## src/rtl/xcvr_pkg.sv

```systemverilog
package xcvr_pkg;
  localparam int LINK_W = 8;

  function automatic logic loop_cfg(input logic b_req, input logic a_req_n,
                                    input logic ab_stored, input logic ba_stored);
    return b_req & ~a_req_n & ~ab_stored & ~ba_stored;
  endfunction
endpackage

```

## src/rtl/xcvr_store.sv

```systemverilog
module xcvr_store #(
  parameter int W = xcvr_pkg::LINK_W
) (
  input  logic         clk,
  input  logic         rst_n,
  input  logic         strobe,
  input  logic [W-1:0] bus_seen,
  output logic [W-1:0] q
);
  logic strobe_q;
  logic load;

  assign load = strobe & ~strobe_q;

  // strobe history follows the pin even in reset, so a strobe held high
  // through reset is not taken as a fresh edge
  always_ff @(posedge clk) begin
    strobe_q <= strobe;
    if (!rst_n)
      q <= '0;
    else if (load)
      q <= bus_seen;
  end
endmodule

```

## src/rtl/xcvr_lane.sv

```systemverilog
module xcvr_lane #(
  parameter int W = xcvr_pkg::LINK_W
) (
  input  logic         drive_ok,
  input  logic         sel_stored,
  input  logic [W-1:0] live,
  input  logic [W-1:0] stored,
  output logic [W-1:0] dout,
  output logic         oe
);
  logic [W-1:0] pick;

  assign pick = sel_stored ? stored : live;
  assign oe   = drive_ok;
  assign dout = drive_ok ? pick : '0;
endmodule

```

## src/rtl/xcvr_bus_link.sv

```systemverilog
module xcvr_bus_link #(
  parameter int W = xcvr_pkg::LINK_W
) (
  input  logic         clk,
  input  logic         rst_n,
  input  logic [W-1:0] a_in,
  output logic [W-1:0] a_out,
  output logic         a_oe,
  input  logic [W-1:0] b_in,
  output logic [W-1:0] b_out,
  output logic         b_oe,
  input  logic         ab_strobe,
  input  logic         ba_strobe,
  input  logic         ab_sel_stored,
  input  logic         ba_sel_stored,
  input  logic         b_drive_en,
  input  logic         a_drive_n,
  output logic         loop_err
);
  logic [W-1:0] ab_q, ba_q;
  logic [W-1:0] a_seen, b_seen;
  logic         ab_ok, ba_ok;

  assign loop_err = xcvr_pkg::loop_cfg(b_drive_en, a_drive_n, ab_sel_stored, ba_sel_stored);
  assign ab_ok    = rst_n & b_drive_en & ~loop_err;
  assign ba_ok    = rst_n & ~a_drive_n & ~loop_err;

  // what each register sees is the wire value, which is our own drive when enabled
  assign a_seen = a_oe ? a_out : a_in;
  assign b_seen = b_oe ? b_out : b_in;

  xcvr_store #(.W(W)) u_store_ab (
    .clk(clk), .rst_n(rst_n), .strobe(ab_strobe), .bus_seen(a_seen), .q(ab_q)
  );

  xcvr_store #(.W(W)) u_store_ba (
    .clk(clk), .rst_n(rst_n), .strobe(ba_strobe), .bus_seen(b_seen), .q(ba_q)
  );

  xcvr_lane #(.W(W)) u_lane_ab (
    .drive_ok(ab_ok), .sel_stored(ab_sel_stored), .live(a_in), .stored(ab_q),
    .dout(b_out), .oe(b_oe)
  );

  xcvr_lane #(.W(W)) u_lane_ba (
    .drive_ok(ba_ok), .sel_stored(ba_sel_stored), .live(b_in), .stored(ba_q),
    .dout(a_out), .oe(a_oe)
  );
endmodule

```

## config.mk

```make
export PLATFORM = sky130hd
export DESIGN_NAME = xcvr_bus_link
export DESIGN_NICKNAME = d
export VERILOG_FILES = /design/src/rtl/xcvr_pkg.sv /design/src/rtl/xcvr_store.sv /design/src/rtl/xcvr_lane.sv /design/src/rtl/xcvr_bus_link.sv
export SDC_FILE = /design/constraint.sdc
export NUM_CORES = 1
export LEC_CHECK = 0
export ABC_CLOCK_PERIOD_IN_PS = 1720
export BUFFER_PORTS_ARGS = -buffer_cell sky130_fd_sc_hd__buf_2
export CAP_MARGIN = 5
export CORE_ASPECT_RATIO = 0.9
export CORE_MARGIN = 4
export CORE_UTILIZATION = 30
export CTS_CLUSTER_SIZE = 20
export DETAILED_ROUTE_END_ITERATION = 10
export SYNTH_ARGS = -nofsm -noshare
export SYNTH_HDL_FRONTEND = slang
export SYNTH_HIERARCHICAL = 1
export SYNTH_SLANG_ARGS = --single-unit
```

## constraint.sdc

```tcl
create_clock -name clk -period 1.72 [get_ports clk]
set_clock_uncertainty 0.05 [all_clocks]
set_input_delay 0.344 -clock clk [delete_from_list [all_inputs] [get_ports clk]]
set_output_delay 0.344 -clock clk [all_outputs]
set_load 0.02 [all_outputs]
```

==> summary.md <==
| Metric | Value |
|---|---|
| Number of synthesized register bits | `18` |
| Lkg Pwr | `0.848 nW` |
| Global-route wire length before repair | `4.69 mm` |
| Syn_nets | `157` |
| Num CTS Buffers | `3` |
| WL final | `3.10 mm` |
| Status | `complete, no violations` |
| CP Launch Type | `input pin` |
| Initial core utilization | `31.4%` |
| Max Root-Sink Buffers | `2` |
| GR Util All Layers | `10.8%` |
| Max Used Layer | `met4` |
| # hold bufs at CTS | `0` |
| Cell Area, Synth | `1290 sq um` |
| Yosys warns | `6` |
| Final Hold Viols | `0` |
| Layout cells sized above 1 | `49.5%` |
| Final Max Slew Viols | `0` |
| DRC violations left | `0` |
| Synth top area share | `27.8%` |
| Initial detailed-routing violation count | `18` |
| Critical-path cell list | `buf_2 -> nand2b_1 -> a21oi_2 -> buf_4 -> nor2b_4 -> buf_2` |
| CTS tree | `built` |
| Max H-tree Level | `1` |
| Largest area contributor in the netlist | `dfxtp_1` |
| Clock Latency Late Sink | `250 ps` |
| Gp weighted congestion | `0.752` |
| Relative slew slack | `79.3%` |
| Via count | `1,083` |
| Die area | `5430 sq um` |
| Req. time, crit path | `1330 ps` |
| Iteration count of the initial detailed-routing pass | `4` |
| Gr ovfl total | `0` |
| Vias in the first global route | `994` |
| Worst hold path type | `input pin to register` |
| WL met2 | `1.31 mm` |
| Worst slew pin tran | `311 ps` |
| WL per Instance | `13.1 um` |
| Final setup fails | `0` |
| Max Freq | `0.599 GHz` |
| Pwr Density | `596 nW/um^2` |
| Synth Area per Inst | `9.74 sq um` |
| CP max stage cell | `buf_4` |
| Most Frequent Cell on Critical Path | `buf_2` |
| Clock Pin Slew Worst Setup and Hold Paths | `70 ps` |
| Setup TNS | `0 ps` |
| CP arrival | `1270 ps` |
| Clock Sinks | `18` |
| Post-Synthesis Cells | `133` |
| Crit Path Class | `input pin to primary output` |
| Die width | `77.3 um` |
| Element type at the critical path end | `primary output` |
| PortBufs | `42` |
| Post-Place Cell Area | `1610 sq um` |
| Vias per cell | `4.59` |
| Critical path's top delay family | `buffers and inverters` |
| Clock root buffer | `clkbuf_8` |
| Cell area after layout | `1730 sq um` |
| Wire length on met3 | `218 um` |
| VDD IR max | `0.397 mV` |
| Worst Path Buf+Inv | `3` |
| Die extent in y | `70.3 um` |
| N_diodes | `0` |
| Unrepaired setup endpoints after global routing | `yes` |
| Synth-to-layout area growth | `33.9%` |
| Fin crit share | `97.0%` |
| IO Count | `43` |
| Tmin final | `1670 ps` |
| M1 WL | `1.53 mm` |
| Util after Layout | `42.0%` |
| Largest net degree at the start of global routing | `33` |
| HPWL after detailed placement | `2.30 mm` |
| Net count, final | `214` |
| Detail Route Antenna Nets | `0` |
| Unique masters post-synth | `13` |
| # Max-Cap Violations | `0` |
| Core area | `4130 sq um` |
| Initial antenna violation count | `0` |
| Synth area leaders | `dfxtp_1 28%, mux2i_1 25%, mux2_4 19%` |
| Max stage delay on crit path | `180 ps` |
| Seq/Total Area, Yosys | `27.8%` |
| Rows | `22` |
| Critical path peak fanout | `6` |
-- synth_stat cells --
cell      instances
mux2i_1          32
nand2_1          32
dfxtp_1          18
nor2b_1          18
mux2_4           16
buf_6             6
buf_4             4
clkbuf_2          2
a21oi_1           1
nand2b_1          1
nor2_1            1
nor4b_1           1
o311a_1           1
-- power breakdown --
part           switching [mW]  internal (mW)  total (mW)
Clock                   0.136          0.155       0.291
Combinational           0.137          0.159       0.296
Sequential            0.00917          0.438       0.447
Total                   0.282          0.752        1.03
-- per-layer routing --
metal  track usage (%)  up-vias
met3              2.58        2
met1              14.5      485
met2              16.7       40
met4              3.56        0
met5                 0        -
li1                  -      556
-- worst reg2reg max path: stages, from the launching register on --
cell	delay, ps
dfxtp_1	310
mux2i_1	200
nor2b_2	70
buf_4	130
mux2_4	250
nand2_1	60
mux2i_1	80
-- timing repair --
| item | 4_1_cts | 5_1_grt |
|---|---|---|
| endpoints found under the setup margin | 1 | 17 |
| buffers inserted | 0 | 3 |
| cloned | 0 | 1 |
| gates resized for setup | 1 | 21 |
-- kinds of logic after synthesis --
kind of cell,count (synthesis),share of synthesized area [%]
mux,48,43.3
flops,18,27.8
buf+inv,12,8.31
simple gates,53,19.4
compound gates,2,1.16
-- state kept, by name, indices dropped and copies added (netlist names) --
signal,cells
u_store_ab/strobe_q,1
u_store_ba/strobe_q,1
u_store_ab/q,8
u_store_ba/q,8
-- layout by cell type, fill, tap and decap left out --
cell type  netlist  final
nor4b_1          1      1
mux2i_1         32     32
nor2b_4          0      1
dfxtp_1         18     18
buf_2            0     35
nor2b_2          0      7
o311a_4          0      1
buf_4            4     28
nand2_1         32     32
mux2_4          16     16
nand2b_1         1      1
nor2b_1         18     10
buf_12           0      1
nor2_1           1      1
clkbuf_8         0      3
a21oi_2          0      1
-- cell type report --
cell class                 count  area (sq um)
clock buffer                   3          41.3
fill                         434          2390
multi-input combinational    103           867
sequential                    18           360
tap                           48          60.1
timing repair buffer          64           405
-- stage by stage --
step | power, mW | std cells | hold WS [ps] | worst slack [ps]
4_1_cts | 1.03 | 232 | 148 | 4.14
6_report | 1.03 | 236 | 151 | 51.6
3_3_place_gp | 0.730 | 229 | 395 | -47.0
5_1_grt | 1.09 | 236 | 153 | -7.24
3_5_place_dp | 0.730 | 229 | 399 | -33.4
2_1_floorplan | 0.648 | 133 | 322 | 41.6
-- path summary, 6_finish.rpt --
path / start / to / slack, ps / cells past startpoint
worst max-delay path: a_drive_n / a_out[5] / 50 / 6
worst min-delay path: ba_strobe / u_store_ba/strobe_q / 150 / 1
worst max register to register: u_store_ba/q[4] / u_store_ab/q[4] / 460 / 6
worst min register to register: u_store_ab/q[5] / u_store_ab/q[5] / 410 / 2
(Power assumes the default switching activity.)
